`config.mk`:
```
export PLATFORM = sky130hd
export DESIGN_NAME = spa_cam_merge
export DESIGN_NICKNAME = d
export VERILOG_FILES = /design/src/rtl/spa_pkg.sv /design/src/rtl/spa_semiring_mul.sv /design/src/rtl/spa_semiring_add.sv /design/src/rtl/spa_onehot_enc.sv /design/src/rtl/spa_cam_array.sv /design/src/rtl/spa_cam_merge.sv
export SDC_FILE = /design/constraint.sdc
export NUM_CORES = 1
export LEC_CHECK = 0
export BUFFER_PORTS_ARGS = -buffer_cell sky130_fd_sc_hd__buf_2
export CORE_UTILIZATION = 57
export DETAILED_ROUTE_END_ITERATION = 10
export HOLD_SLACK_MARGIN = 0.06
export PLACE_DENSITY = 0.77
export SYNTH_ARGS = -nofsm -noshare
export SYNTH_HDL_FRONTEND = slang
export SYNTH_HIERARCHICAL = 1
export SYNTH_SLANG_ARGS = --single-unit
```
`constraint.sdc`:
```
create_clock -name clk -period 5.45 [get_ports clk]
set_clock_uncertainty 0.05 [all_clocks]
set_input_delay 0.2725 -clock clk [delete_from_list [all_inputs] [get_ports clk]]
set_output_delay 0.2725 -clock clk [all_outputs]
set_load 0.05 [all_outputs]
```
`src/rtl/spa_pkg.sv`:
```
package spa_pkg;
  typedef enum logic [1:0] {
    PH_ACCUM = 2'd0,
    PH_SETTLE = 2'd1,
    PH_DRAIN = 2'd2
  } spa_phase_e;

  localparam logic MODE_MAC = 1'b0;
  localparam logic MODE_MINPLUS = 1'b1;
endpackage

```
`src/rtl/spa_semiring_mul.sv`:
```
module spa_semiring_mul #(
  parameter int VAL_W = 16
) (
  input  logic             minplus,
  input  logic [VAL_W-1:0] a,
  input  logic [VAL_W-1:0] b,
  output logic [VAL_W-1:0] y
);
  logic [2*VAL_W-1:0] full_mul;
  logic [VAL_W:0]     full_add;

  assign full_mul = {{VAL_W{1'b0}}, a} * {{VAL_W{1'b0}}, b};
  assign full_add = {1'b0, a} + {1'b0, b};
  assign y = (minplus == spa_pkg::MODE_MINPLUS) ? full_add[VAL_W-1:0] : full_mul[VAL_W-1:0];
endmodule

```
`src/rtl/spa_semiring_add.sv`:
```
module spa_semiring_add #(
  parameter int VAL_W = 16
) (
  input  logic             minplus,
  input  logic [VAL_W-1:0] acc,
  input  logic [VAL_W-1:0] term,
  output logic [VAL_W-1:0] y
);
  logic [VAL_W:0] sum;

  assign sum = {1'b0, acc} + {1'b0, term};
  assign y = (minplus == spa_pkg::MODE_MINPLUS) ? ((term < acc) ? term : acc) : sum[VAL_W-1:0];
endmodule

```
`src/rtl/spa_onehot_enc.sv`:
```
module spa_onehot_enc #(
  parameter int DEPTH = 8,
  localparam int AW = $clog2(DEPTH)
) (
  input  logic [DEPTH-1:0] onehot,
  output logic [AW-1:0]    addr
);
  always_comb begin
    addr = '0;
    for (int i = 0; i < DEPTH; i++) begin
      if (onehot[i]) addr = addr | AW'(i);
    end
  end
endmodule

```
`src/rtl/spa_cam_array.sv`:
```
module spa_cam_array #(
  parameter int IDX_W = 8,
  parameter int VAL_W = 16,
  parameter int DEPTH = 8,
  localparam int AW = $clog2(DEPTH)
) (
  input  logic             clk,
  input  logic             rst_n,
  input  logic             clear,
  input  logic             wr_en,
  input  logic [AW-1:0]    wr_addr,
  input  logic [IDX_W-1:0] wr_key,
  input  logic [VAL_W-1:0] wr_val,
  input  logic [IDX_W-1:0] srch_key,
  output logic [DEPTH-1:0] hit_vec,
  input  logic [AW-1:0]    rd_addr_a,
  output logic [VAL_W-1:0] rd_val_a,
  input  logic [AW-1:0]    rd_addr_b,
  output logic [IDX_W-1:0] rd_key_b,
  output logic [VAL_W-1:0] rd_val_b
);
  logic [IDX_W-1:0] key_q [DEPTH];
  logic [VAL_W-1:0] val_q [DEPTH];
  logic [DEPTH-1:0] vld_q;

  for (genvar g = 0; g < DEPTH; g++) begin : g_slot
    logic sel_we;
    assign sel_we = wr_en && (wr_addr == AW'(g));
    assign hit_vec[g] = vld_q[g] && (key_q[g] == srch_key);

    always_ff @(posedge clk) begin
      if (!rst_n) begin
        vld_q[g] <= 1'b0;
      end else if (sel_we) begin
        vld_q[g] <= 1'b1;
      end else if (clear) begin
        vld_q[g] <= 1'b0;
      end
    end

    always_ff @(posedge clk) begin
      if (sel_we) begin
        key_q[g] <= wr_key;
        val_q[g] <= wr_val;
      end
    end
  end

  assign rd_val_a = val_q[rd_addr_a];
  assign rd_key_b = key_q[rd_addr_b];
  assign rd_val_b = val_q[rd_addr_b];

  AST_UNIQUE_KEY: assert property (@(posedge clk) disable iff (!rst_n)
    $onehot0(hit_vec)) else $error("duplicate key in CAM");
endmodule

```
`src/rtl/spa_cam_merge.sv`:
```
module spa_cam_merge #(
  parameter int IDX_W = 8,
  parameter int VAL_W = 16,
  parameter int DEPTH = 8
) (
  input  logic             clk,
  input  logic             rst_n,
  input  logic             in_valid,
  output logic             in_ready,
  input  logic [IDX_W-1:0] in_idx,
  input  logic [VAL_W-1:0] in_a,
  input  logic [VAL_W-1:0] in_b,
  input  logic             in_minplus,
  input  logic             flush,
  output logic             out_valid,
  input  logic             out_ready,
  output logic [IDX_W-1:0] out_idx,
  output logic [VAL_W-1:0] out_val,
  output logic             out_last,
  output logic             overflow
);
  import spa_pkg::*;

  localparam int AW = $clog2(DEPTH);
  localparam int PW = AW + 1;

  spa_phase_e       phase_q;
  logic [PW-1:0]    free_q, rd_q;
  logic             ovf_q;

  // product stage
  logic             s1_v;
  logic [IDX_W-1:0] s1_idx;
  logic [VAL_W-1:0] s1_prod;
  logic             s1_mode;
  logic [VAL_W-1:0] prod_c;

  // write-back stage
  logic             s2_v, s2_hit, s2_mode;
  logic [IDX_W-1:0] s2_idx;
  logic [AW-1:0]    s2_addr;
  logic [VAL_W-1:0] s2_prod, s2_old, s2_comb, s2_res;

  logic [DEPTH-1:0] hit_vec;
  logic [AW-1:0]    enc_addr;
  logic [VAL_W-1:0] arr_val;
  logic             fwd, lk_hit, full, alloc, drop, accept, take_flush, out_fire, drain_done;

  assign in_ready   = (phase_q == PH_ACCUM);
  assign accept     = in_valid && in_ready;
  assign take_flush = flush && in_ready;

  spa_semiring_mul #(.VAL_W(VAL_W)) u_mul (
    .minplus(in_minplus), .a(in_a), .b(in_b), .y(prod_c)
  );

  always_ff @(posedge clk) begin
    if (!rst_n) begin
      s1_v <= 1'b0;
    end else begin
      s1_v <= accept;
    end
    if (accept) begin
      s1_idx  <= in_idx;
      s1_prod <= prod_c;
      s1_mode <= in_minplus;
    end
  end

  spa_cam_array #(.IDX_W(IDX_W), .VAL_W(VAL_W), .DEPTH(DEPTH)) u_cam (
    .clk(clk), .rst_n(rst_n), .clear(drain_done),
    .wr_en(s2_v), .wr_addr(s2_addr), .wr_key(s2_idx), .wr_val(s2_res),
    .srch_key(s1_idx), .hit_vec(hit_vec),
    .rd_addr_a(enc_addr), .rd_val_a(arr_val),
    .rd_addr_b(rd_q[AW-1:0]), .rd_key_b(out_idx), .rd_val_b(out_val)
  );

  spa_onehot_enc #(.DEPTH(DEPTH)) u_enc (.onehot(hit_vec), .addr(enc_addr));

  // lookup: a pending write-back to the same index wins over the array
  assign fwd    = s2_v && (s2_idx == s1_idx);
  assign lk_hit = fwd || (|hit_vec);
  assign full   = (free_q == PW'(DEPTH));
  assign alloc  = s1_v && !lk_hit && !full;
  assign drop   = s1_v && !lk_hit && full;

  always_ff @(posedge clk) begin
    if (!rst_n) begin
      s2_v <= 1'b0;
    end else begin
      s2_v <= s1_v && !drop;
    end
    if (s1_v) begin
      s2_idx  <= s1_idx;
      s2_prod <= s1_prod;
      s2_mode <= s1_mode;
      s2_hit  <= lk_hit;
      s2_addr <= fwd ? s2_addr : (lk_hit ? enc_addr : free_q[AW-1:0]);
      s2_old  <= fwd ? s2_res : arr_val;
    end
  end

  spa_semiring_add #(.VAL_W(VAL_W)) u_add (
    .minplus(s2_mode), .acc(s2_old), .term(s2_prod), .y(s2_comb)
  );
  assign s2_res = s2_hit ? s2_comb : s2_prod;

  // drain control
  assign out_valid  = (phase_q == PH_DRAIN);
  assign out_last   = out_valid && (rd_q == free_q - PW'(1));
  assign out_fire   = out_valid && out_ready;
  assign drain_done = out_fire && out_last;
  assign overflow   = ovf_q;

  always_ff @(posedge clk) begin
    if (!rst_n) begin
      phase_q <= PH_ACCUM;
      free_q  <= '0;
      rd_q    <= '0;
      ovf_q   <= 1'b0;
    end else begin
      if (alloc) free_q <= free_q + PW'(1);
      if (drop) ovf_q <= 1'b1;
      case (phase_q)
        PH_ACCUM: if (take_flush) phase_q <= PH_SETTLE;
        PH_SETTLE: begin
          if (!s1_v && !s2_v) begin
            rd_q <= '0;
            if (free_q == '0) begin
              phase_q <= PH_ACCUM;
              ovf_q   <= 1'b0;
            end else begin
              phase_q <= PH_DRAIN;
            end
          end
        end
        PH_DRAIN: begin
          if (drain_done) begin
            phase_q <= PH_ACCUM;
            free_q  <= '0;
            ovf_q   <= 1'b0;
          end else if (out_fire) begin
            rd_q <= rd_q + PW'(1);
          end
        end
        default: phase_q <= PH_ACCUM;
      endcase
    end
  end

  AST_DROP_FLAGS: assert property (@(posedge clk) disable iff (!rst_n)
    drop |=> overflow) else $error("dropped beat not flagged");
  AST_ALLOC_STEP: assert property (@(posedge clk) disable iff (!rst_n)
    alloc |=> (free_q == $past(free_q) + PW'(1))) else $error("allocation skipped a slot");
  AST_PTR_BOUND: assert property (@(posedge clk) disable iff (!rst_n)
    free_q <= PW'(DEPTH)) else $error("free pointer past capacity");
  AST_NO_INPUT_IN_DRAIN: assert property (@(posedge clk) disable iff (!rst_n)
    out_valid |-> !in_ready) else $error("input open during drain");
  AST_OUT_HOLD: assert property (@(posedge clk) disable iff (!rst_n)
    (out_valid && !out_ready) |=> (out_valid && $stable(out_idx) && $stable(out_val) && $stable(out_last)))
    else $error("output changed under back-pressure");
endmodule

```
==> impl_metrics.tcl, run 1 <==
set metrics [dict create \
    powerDensity_nw_per_um2 353.3 \
    num_rows 66 \
    max-slew-margin-rel 0.2640 \
    areaGrowthSynthToFinish_pct 9.953 \
    yosys-top-cells-area "edfxtp_1 (41%), mux4_2 (9.4%), fa_1 (8.5%)" \
    crit_chain "buf_2 > buf_4 > ha_1 > fa_1 > inv_1 > fa_1 > inv_1 > ha_1 > fa_1 > fa_1 > inv_1 > fa_1 > inv_1 > ha_1 > nor4_1 > o21ai_0 > a31oi_1 > o21ai_0 > buf_4 > xnor2_1 > mux2i_1" \
    drv_cap 0 \
    core_area_sq_um 32780 \
    min_period_ns 4.853 \
    clockBufferDepth 3 \
    numPortBuffers 73 \
    power_frac_seq 0.356 \
    die_w_microns 185.4 \
    clockRootBuffer "clkbuf_16" \
    place.gp.congestion 0.9633 \
    crit_path_max_fanout 8 \
    avgRoutedWirePerCell_microns 22.17 \
    cp_common_cell "fa_1" \
    dp.cells 1969 \
    grt_pass1_wl_mm 68.64 \
    synthFlopType "edfxtp_1" \
    seq_area_frac_synth 0.4323 \
    initial_utilization 0.5848 \
    grt_max_degree 52 \
    drv_slew 0 \
    cts.reportedPaths.clkPinSlew_ns 0.06 \
    drt-pass1-iter-count 5 \
    ys_ff_latch 283 \
    arrival_ns 5.09 \
    cp_slowest_cell "fa_1" \
    yosysMostFrequentCell "edfxtp_1" \
    cts_max_level 1 \
    p_switching_w 0.002482 \
    yosysWarnings 6 \
    fin_cells 2034 \
    clock.fmax_mhz 206.1 \
    hpwl_mm 31.67 \
    ant_nets 0 \
    worst-path-buf-inv 7 \
    synth.avg_cell_area_sq_um 12.95 \
    synth.distinct_cells 78 \
    drt_iter0_drc 1103 \
    setup_viol 0 \
    vias_per_cell 6.004 \
    peakVddDrop_mv 0.3295 \
    start_kind "input port" \
    clockPowerShare 0.262 \
    grt_pass1_vias 12200 \
    intPower_w 0.004966 \
    nNetsFinal 1798 \
    vias 12210 \
    r2r_cells 8 \
    postSynthCellCount 1480 \
    synth_nets 1710 \
    die_h_microns 185.4 \
    synth_top_area_cell "edfxtp_1" \
    fin_tns_setup_ns 0 \
    synthArstFlopShare 0 \
    path_class "input port to flop" \
    overflow 0 \
    track_usage 0.2668 \
    hold_path_depth 4 \
    power_frac_comb 0.382 \
    rsz0062_at_grt "no" \
    synth_edf_count 262 \
    clkLatencyLatePin_ns 0.56 \
    cts_tree "built" \
    syn_area_sq_um 19170 \
    switching_share 0.3332 \
    tightest_slew_ns 1.104 \
    hp-class "input port to flop" \
    synth_top_area_share 0.4104 \
    wl_mm 45.09 \
    cts_buffers 29 \
    cp.required_ns 5.69 \
    hold_violations 0 \
    die-area_sq_um 34370 \
    path_delay_family "adder cells" \
    status "complete, no violations" \
    drive_gt1_frac 0.2231 \
    worst-path-stages 21 \
    drc 0 \
    io_pins 74 \
    synth_commonest_cells "edfxtp_1 (262), inv_1 (153), xnor2_1 (123), ha_1 (103), nand2_1 (102)" \
    grt_antenna_before_repair 0 \
    critPathMaxStageDelay_ns 0.55 \
    cts_num_sinks 283 \
    fin_crit_sh 0.8905 \
    p_leak_nw 7.989 \
    crit_path_end_kind "flop" \
]
-- timing repair --
item | in CTS | in global routing
hold endpoints to repair | 12 | 0
hold buffers | 10 | 0
endpoints found under the setup margin | 0 | 0
resized for setup | 0 | 0
setup buffers | 0 | 0
-- worst paths after layout --
| check | startpoint | to | slack (ns) |
|---|---|---|---|
| setup / recovery | in_b[4] | s1_prod[15] | 0.60 |
| hold / removal | flush | phase_q[0] | 0.1 |
| setup reg to reg | s1_idx[4] | s2_old[11] | 1.55 |
| hold reg to reg | s1_prod[3] | s2_prod[3] | 0.37 |
-- area by class of cell --
type,count,area [sq um]
timing repair buffer,118,728.2
inverter,156,585.6
sequential,283,8295
clock inverter,25,216.5
clock buffer,29,725.7
fill,2407,11710
tap,442,553.0
multi-input combinational,980,9972
antenna,1,2.502
-- layer usage --
layer,global-route usage,vias up,routed length (microns)
li1,-,5498,-
met1,0.3881,6152,19580
met2,0.4258,491,21350
met3,0.03421,71,3290
met4,0.06512,0,871
met5,0,-,0
-- worst min-delay path, cell delays in order --
cell and delay (ns):
buf_2 0.08, a21oi_1 0.05, o22ai_1 0.10, o31a_1 0.15
-- sequential cells by signal, summed over array words and instances, names as in the netlist --
register	flops
free_q	4
overflow	1
phase_q	2
rd_q	4
s1_idx	8
s1_mode	1
s1_prod	16
s1_v	1
s2_addr	3
s2_hit	1
s2_idx	8
s2_mode	1
s2_old	16
s2_prod	16
s2_v	1
u_cam/key_q	64
u_cam/val_q	128
u_cam/vld_q	8
-- power groups by stage --
stage / Sequential [W] / Combinational (W) / Clock, W
after floorplan: 0.00266 / 0.00212 / 0
after global placement: 0.00269 / 0.00273 / 0
after detailed placement: 0.00270 / 0.00281 / 0
after CTS: 0.00266 / 0.00283 / 0.00197
after global routing: 0.00266 / 0.00320 / 0.00204
final: 0.00265 / 0.00284 / 0.00195
-- through the flow --
stage / hold WS [ns] / util / area, sq um / setup WS, ns / power [W]
floorplan: 0.3214 / - / 19170 / 0.3497 / 0.004780
global placement: 0.3536 / 0.6111 / 20030 / 0.09894 / 0.005428
detailed placement: 0.3545 / 0.6111 / 20030 / 0.04112 / 0.005511
CTS: 0.08164 / 0.6429 / 21080 / 0.6275 / 0.007460
global route: 0.1458 / 0.6429 / 21080 / 0.3856 / 0.007908
finish: 0.09680 / 0.6430 / 21080 / 0.5968 / 0.007447
-- kinds of logic after synthesis --
family / synth area share
fa+ha+maj: 0.1518
xor+xnor: 0.06631
flops: 0.4323
mux: 0.1576
buf+inv: 0.04888
simple gates: 0.08517
compound gates: 0.05796
-- cell usage in the layout, fill, tap and decap left out, types with 15 or more instances in the layout --
master | synthesis | routed
a21oi_1 | 49 | 49
and2_1 | 65 | 65
buf_2 | 14 | 73
buf_4 | 3 | 35
clkbuf_16 | 0 | 29
dfxtp_1 | 21 | 17
edfxtp_1 | 262 | 262
fa_1 | 81 | 81
ha_1 | 103 | 103
inv_1 | 153 | 153
mux2_2 | 50 | 50
mux2_4 | 25 | 25
mux2i_1 | 28 | 28
mux4_2 | 80 | 80
nand2_1 | 102 | 102
nand4_1 | 15 | 15
nor2_1 | 33 | 27
nor3_1 | 19 | 17
o21ai_0 | 20 | 20
xnor2_1 | 123 | 123
xor2_1 | 17 | 17
Note: power is estimated with default switching activity, not from simulation.
==> inputs of run 2 (changes only) <==
==> constraint.sdc (replaced) <==
create_clock -name clk -period 5.45 [get_ports clk]
set_clock_uncertainty 0.05 [all_clocks]
set_input_delay 0 -clock clk [delete_from_list [all_inputs] [get_ports clk]]
set_output_delay 0 -clock clk [all_outputs]
set_load 0.05 [all_outputs]
==> run 2 against run 1 <==
Compared with the run above: total power fell by 1.2%; maximum frequency increased by 2.6%; largest power group unchanged; register-to-register slack worse by 0.14 ns; final area fell by 0.38%; global-route usage down 0.26 points; sequential cell count is the same; routed wire length fell by 0.76%; highest routed layer unchanged; die area unchanged; hold slack better by 0.019 ns; non-clock buffer count decreased by 9; critical endpoint is now s1_prod[14].
==> impl_metrics.tcl, run 2 (synthesized netlist as in run 1, its figures left out) <==
set metrics [dict create \
    status "complete, no violations" \
    reg2reg_slack_ns 1.41 \
    hp-class "input port to flop" \
    r2r_cells 8 \
    crit_start "in_a[5]" \
    start_kind "input port" \
    min_period_ns 4.731 \
    final_cell_mix "edfxtp_1 (262), inv_1 (153), xnor2_1 (123)" \
    initial_utilization 0.5848 \
    cts_num_sinks 283 \
    vias_per_cell 6.009 \
    multiInputGateArea_sq_um 9972 \
    track_usage 0.2642 \
    hold_path_depth 4 \
    path_delay_family "adder cells" \
    num-fill-cells 2431 \
    cts_hold_buf 18 \
    arrival_ns 4.96 \
    overflow 0 \
    hold_violations 0 \
    drv_cap 0 \
    numPortBuffers 73 \
    switching_share 0.3294 \
    power_frac_comb 0.379 \
    drt-pass1-iter-count 5 \
    rsz0062_at_grt "no" \
    top_register "u_cam/val_q" \
    critPathMaxStageDelay_ns 0.55 \
    largest_register_ff_count 128 \
    io_pins 74 \
    r2r_end "s2_old[11]" \
    clkLatencyLatePin_ns 0.54 \
    regArea_sq_um 8295 \
    ant_nets 0 \
    power_frac_seq 0.361 \
    drv_slew 0 \
    p_switching_w 0.002423 \
    vias 12130 \
    drc 0 \
    cp_slowest_cell "fa_1" \
    tightest_slew_ns 1.023 \
    grt_pass1_vias 12240 \
    postPlaceCellArea_sq_um 19910 \
    p_leak_nw 7.932 \
    num_rows 66 \
    die_w_microns 185.4 \
    cts_max_level 1 \
    crit_path_max_fanout 12 \
    drt_iter0_drc 1051 \
    clockRootBuffer "clkbuf_16" \
    clock.fmax_mhz 211.4 \
    final_common_cell "edfxtp_1" \
    place.gp.congestion 0.9440 \
    fin_tns_setup_ns 0 \
    peakVddDrop_mv 0.3217 \
    cp.required_ns 5.68 \
    crit_path_end_kind "flop" \
    intPower_w 0.004933 \
    powerDensity_nw_per_um2 350.3 \
    avgRoutedWirePerCell_microns 22.16 \
    largestRegisters "u_cam/val_q (128), u_cam/key_q (64)" \
    path_class "input port to flop" \
    cts_resized 0 \
    clockPowerShare 0.260 \
    r2r_start "s1_idx[5]" \
    n_antenna_cell 0 \
    cp_common_cell "fa_1" \
    hpwl_mm 30.50 \
    crit_chain "buf_2 > ha_1 > xnor2_1 > ha_1 > a31oi_1 > fa_1 > fa_1 > fa_1 > inv_1 > fa_1 > inv_1 > fa_1 > inv_1 > ha_1 > or4_1 > o22ai_1 > xor2_1 > mux2i_1" \
    drive_gt1_frac 0.2105 \
    max-slew-margin-rel 0.3181 \
    worst-path-stages 18 \
    fin_area_sq_um 21000 \
    cts_setup_buffers 0 \
    setup_viol 0 \
    grt_max_degree 52 \
    worst-path-buf-inv 4 \
    wl_mm 44.75 \
    grt_antenna_before_repair 0 \
    cts.reportedPaths.clkPinSlew_ns 0.06 \
    die-area_sq_um 34370 \
    clockBufferDepth 3 \
    cts_tree "built" \
    nNetsFinal 1787 \
    cts_buffers 27 \
    areaGrowthSynthToFinish_pct 9.535 \
    core_area_sq_um 32780 \
    fin_crit_sh 0.8681 \
    crit_end "s1_prod[14]" \
    die_h_microns 185.4 \
    grt_pass1_wl_mm 68.45 \
]
==> run 2: cell count changes in the layout (fill, tap and decap cells not counted), moves of 2 or more <==
cell           change
clkinvlp_4         -2
buf_4             -17
dlygate4sd3_1      +8
clkbuf_8           +3
clkinv_4           -5
==> run 2: worst min-delay path: stages <==
cell     delay [ns]
buf_2          0.17
ha_1           0.20
xnor2_1        0.10
mux2i_1        0.11
==> run 2: layout make-up <==
type                       count  share of cell area
clock buffer                  33             0.03670
clock inverter                16            0.006733
inverter                     156             0.02789
multi-input combinational    980              0.4749
sequential                   283              0.3950
tap                          442             0.02634
timing repair buffer         109             0.03241
==> run 2: power groups by stage <==
stage,Combinational (W),Sequential (W),Clock [W]
4_1_cts,0.00276,0.00266,0.00194
2_1_floorplan,0.00212,0.00266,0
6_report,0.00279,0.00265,0.00191
5_1_grt,0.00310,0.00267,0.00201
3_5_place_dp,0.00274,0.00270,0
3_3_place_gp,0.00264,0.00270,0
==> run 2: worst min-delay path by stage <==
stage | to | slack [ns] | from
6_report | s1_prod[13] | 0.12 | in_b[13]
5_1_grt | s1_idx[4] | 0.12 | in_idx[4]
4_1_cts | s1_prod[13] | 0.10 | in_a[13]
3_5_place_dp | s1_idx[0] | 0.13 | in_idx[0]
3_3_place_gp | s1_idx[4] | 0.13 | in_idx[4]
2_1_floorplan | s1_idx[0] | 0.05 | in_idx[0]
==> run 2: stage by stage <==
stage                     worst slack (ns)  total power (W)  hold WS, ns  std cells    util
after floorplan                     0.6222         0.004780      0.04887       1480       -
after global routing                0.5284         0.007776       0.1199       2019  0.6405
final                               0.7186         0.007356       0.1159       2019  0.6405
after CTS                           0.7420         0.007355       0.1040       2019  0.6405
after global placement              0.3054         0.005333       0.1265       1952  0.6072
after detailed placement            0.1819         0.005442       0.1281       1952  0.6072
==> run 2: routing by layer <==
metal	global-route usage	wire, microns
met1	0.3799	19690
met2	0.4273	21450
met3	0.03401	2719
met4	0.06281	894
met5	0	0
==> inputs of run 3 (changes only) <==
--- a/config.mk
+++ b/config.mk
@@ -6,10 +6,10 @@
 export NUM_CORES = 1
 export LEC_CHECK = 0
 export BUFFER_PORTS_ARGS = -buffer_cell sky130_fd_sc_hd__buf_2
-export CORE_UTILIZATION = 57
+export CORE_UTILIZATION = 63
 export DETAILED_ROUTE_END_ITERATION = 10
 export HOLD_SLACK_MARGIN = 0.06
-export PLACE_DENSITY = 0.77
+export PLACE_DENSITY = 0.81
 export SYNTH_ARGS = -nofsm -noshare
 export SYNTH_HDL_FRONTEND = slang
 export SYNTH_HIERARCHICAL = 1
==> constraint.sdc (replaced) <==
create_clock -name clk -period 5.1 [get_ports clk]
set_clock_uncertainty 0.05 [all_clocks]
set_input_delay 0 -clock clk [delete_from_list [all_inputs] [get_ports clk]]
set_output_delay 0 -clock clk [all_outputs]
set_load 0.05 [all_outputs]
==> run 3 against run 2 <==
Compared with the run above: non-clock buffer count rose by 4; global-route usage grew 3.0 points; critical path depth unchanged; worst setup slack lost 0.20 ns; clock power grew 12%; sequential cell count stayed put; largest cell class unchanged; largest power group unchanged.
==> impl_metrics.tcl, run 3 (synthesized netlist as in run 1, its figures left out) <==
set metrics [dict create \
    status "complete, no violations" \
    die_h_microns 176.4 \
    n_antenna_cell 0 \
    fin_crit_sh 0.8992 \
    num_rows 63 \
    dp.cells 1903 \
    min_period_ns 4.586 \
    reg2reg_slack_ns 1.19 \
    cts_tree "built" \
    crit_path_end_kind "flop" \
    p_leak_nw 7.980 \
    rsz0062_at_grt "no" \
    final_common_cell "edfxtp_1" \
    clockRootBuffer "clkbuf_16" \
    drc 0 \
    grt_pass1_vias 12600 \
    path_class "input port to flop" \
    vias 12310 \
    r2r_end "s2_old[11]" \
    num-fill-cells 2009 \
    grt_antenna_before_repair 1 \
    hpwl_mm 30.92 \
    core_area_sq_um 29800 \
    largestRegisters "u_cam/val_q (128), u_cam/key_q (64)" \
    cts_buffers 29 \
    crit_path_max_fanout 12 \
    arrival_ns 4.82 \
    grt_max_degree 52 \
    drt-pass1-iter-count 5 \
    powerDensity_nw_per_um2 375.7 \
    drt_iter0_drc 1160 \
    setup_ws_ns 0.5141 \
    hp-class "input port to flop" \
    areaGrowthSynthToFinish_pct 9.640 \
    hold_violations 0 \
    io_pins 74 \
    avgRoutedWirePerCell_microns 22.53 \
    dr_wl_met2_mm 21.35 \
    cts_num_sinks 283 \
    final_cell_mix "edfxtp_1 (262), inv_1 (153), xnor2_1 (123)" \
    track_usage 0.2942 \
    wl_met1_mm 18.39 \
    largest_register_ff_count 128 \
    cts_setup_buffers 0 \
    place.gp.congestion 0.9683 \
    cp.required_ns 5.33 \
    crit_start "in_a[5]" \
    r2r_start "s1_idx[2]" \
    post-place-ws_ns -0.02581 \
    vias_per_cell 6.232 \
    initial_utilization 0.6434 \
    ant_nets 0 \
    start_kind "input port" \
    drv_slew 0 \
    grt_pass1_wl_mm 69.39 \
    setup_viol 0 \
    numPortBuffers 73 \
    clockBufferDepth 3 \
    drv_cap 0 \
    regArea_sq_um 8295 \
    max-slew-margin-rel 0.2280 \
    multiInputGateArea_sq_um 9972 \
    cts_max_level 1 \
    die-area_sq_um 31130 \
    cts.reportedPaths.clkPinSlew_ns 0.06 \
    top_register "u_cam/val_q" \
    top_layer "met5" \
    overflow 0 \
    clock.fmax_mhz 218.1 \
    wl_met3_mm 3.804 \
    peakVddDrop_mv 0.3514 \
    wl_mm 44.50 \
    hold_slack_ns 0.1002 \
    crit_end "s1_prod[14]" \
    die_w_microns 176.4 \
    clkLatencyLatePin_ns 0.55 \
    drive_gt1_frac 0.2126 \
    tightest_slew_ns 1.158 \
    r2r_cells 8 \
    nNetsFinal 1793 \
    fin_cells 1975 \
]
-- run 3: cell count changes in the layout (fill, tap and decap cells not counted) --
cell	previous run	this run
clkinv_2	5	8
bufinv_16	2	4
buf_4	18	21
clkbuf_1	1	2
dlygate4sd3_1	18	19
clkinv_1	4	5
inv_6	3	1
clkinv_4	0	1
clkbuf_8	3	2
clkinvlp_4	2	1
-- run 3: worst min-delay path by stage --
stage	startpoint	end	cells after the start
2_1_floorplan	in_idx[0]	s1_idx[0]	0
3_3_place_gp	in_idx[3]	s1_idx[3]	1
3_5_place_dp	in_idx[1]	s1_idx[1]	1
4_1_cts	in_a[14]	s1_prod[14]	4
5_1_grt	in_idx[2]	s1_idx[2]	2
6_report	in_a[14]	s1_prod[14]	4
-- run 3: through the flow --
stage                 util  power (W)  setup TNS [ns]  cell area (sq um)
finish              0.7054   0.007896               0              21020
detailed placement  0.6667   0.005749        -0.02581              19860
floorplan                -   0.005108               0              19170
global route        0.7054   0.008378               0              21020
CTS                 0.7054   0.007892               0              21020
global placement    0.6667   0.005647               0              19860
-- run 3: worst max-delay path, stage by stage --
cell and delay, ns:
buf_2 0.18, ha_1 0.28, xnor2_1 0.16, ha_1 0.21, a31oi_1 0.19, fa_1 0.47, fa_1 0.50, fa_1 0.59
inv_1 0.07, fa_1 0.49, inv_1 0.05, fa_1 0.47, inv_1 0.04, ha_1 0.21, or4_1 0.52, o22ai_1 0.15
xor2_1 0.16, mux2i_1 0.08
-- run 3: layout make-up --
type                            instances  area share
Multi-Input combinational cell        980      0.4744
Sequential cell                       283      0.3947
Clock buffer                           33     0.03619
Timing Repair Buffer                  113     0.03393
Inverter                              156     0.02786
Tap cell                              390     0.02322
Clock inverter                         20    0.009703
-- run 3: report_power, final --
| part | leakage [nW] | switching [W] | total (W) | internal, W |
|---|---|---|---|---|
| registers | 2.56 | 0.0000809 | 0.00284 | 0.00275 |
| logic | 4.94 | 0.00163 | 0.00293 | 0.00130 |
| clock network | 0.479 | 0.000863 | 0.00213 | 0.00127 |
| total | 7.98 | 0.00257 | 0.00790 | 0.00532 |
-- run 3: timing repair --
action | CTS | global route
endpoints found under the hold margin | 41 | 0
endpoints found under the setup margin | 0 | 0
gates resized for setup | 0 | 0
hold buffers | 19 | 0
-- run 3: routing by layer --
| metal | up-vias | GRT usage |
|---|---|---|
| li1 | 5488 | - |
| met1 | 6172 | 0.4146 |
| met2 | 572 | 0.4752 |
| met3 | 75 | 0.05060 |
| met4 | 2 | 0.07902 |
| met5 | - | 0 |
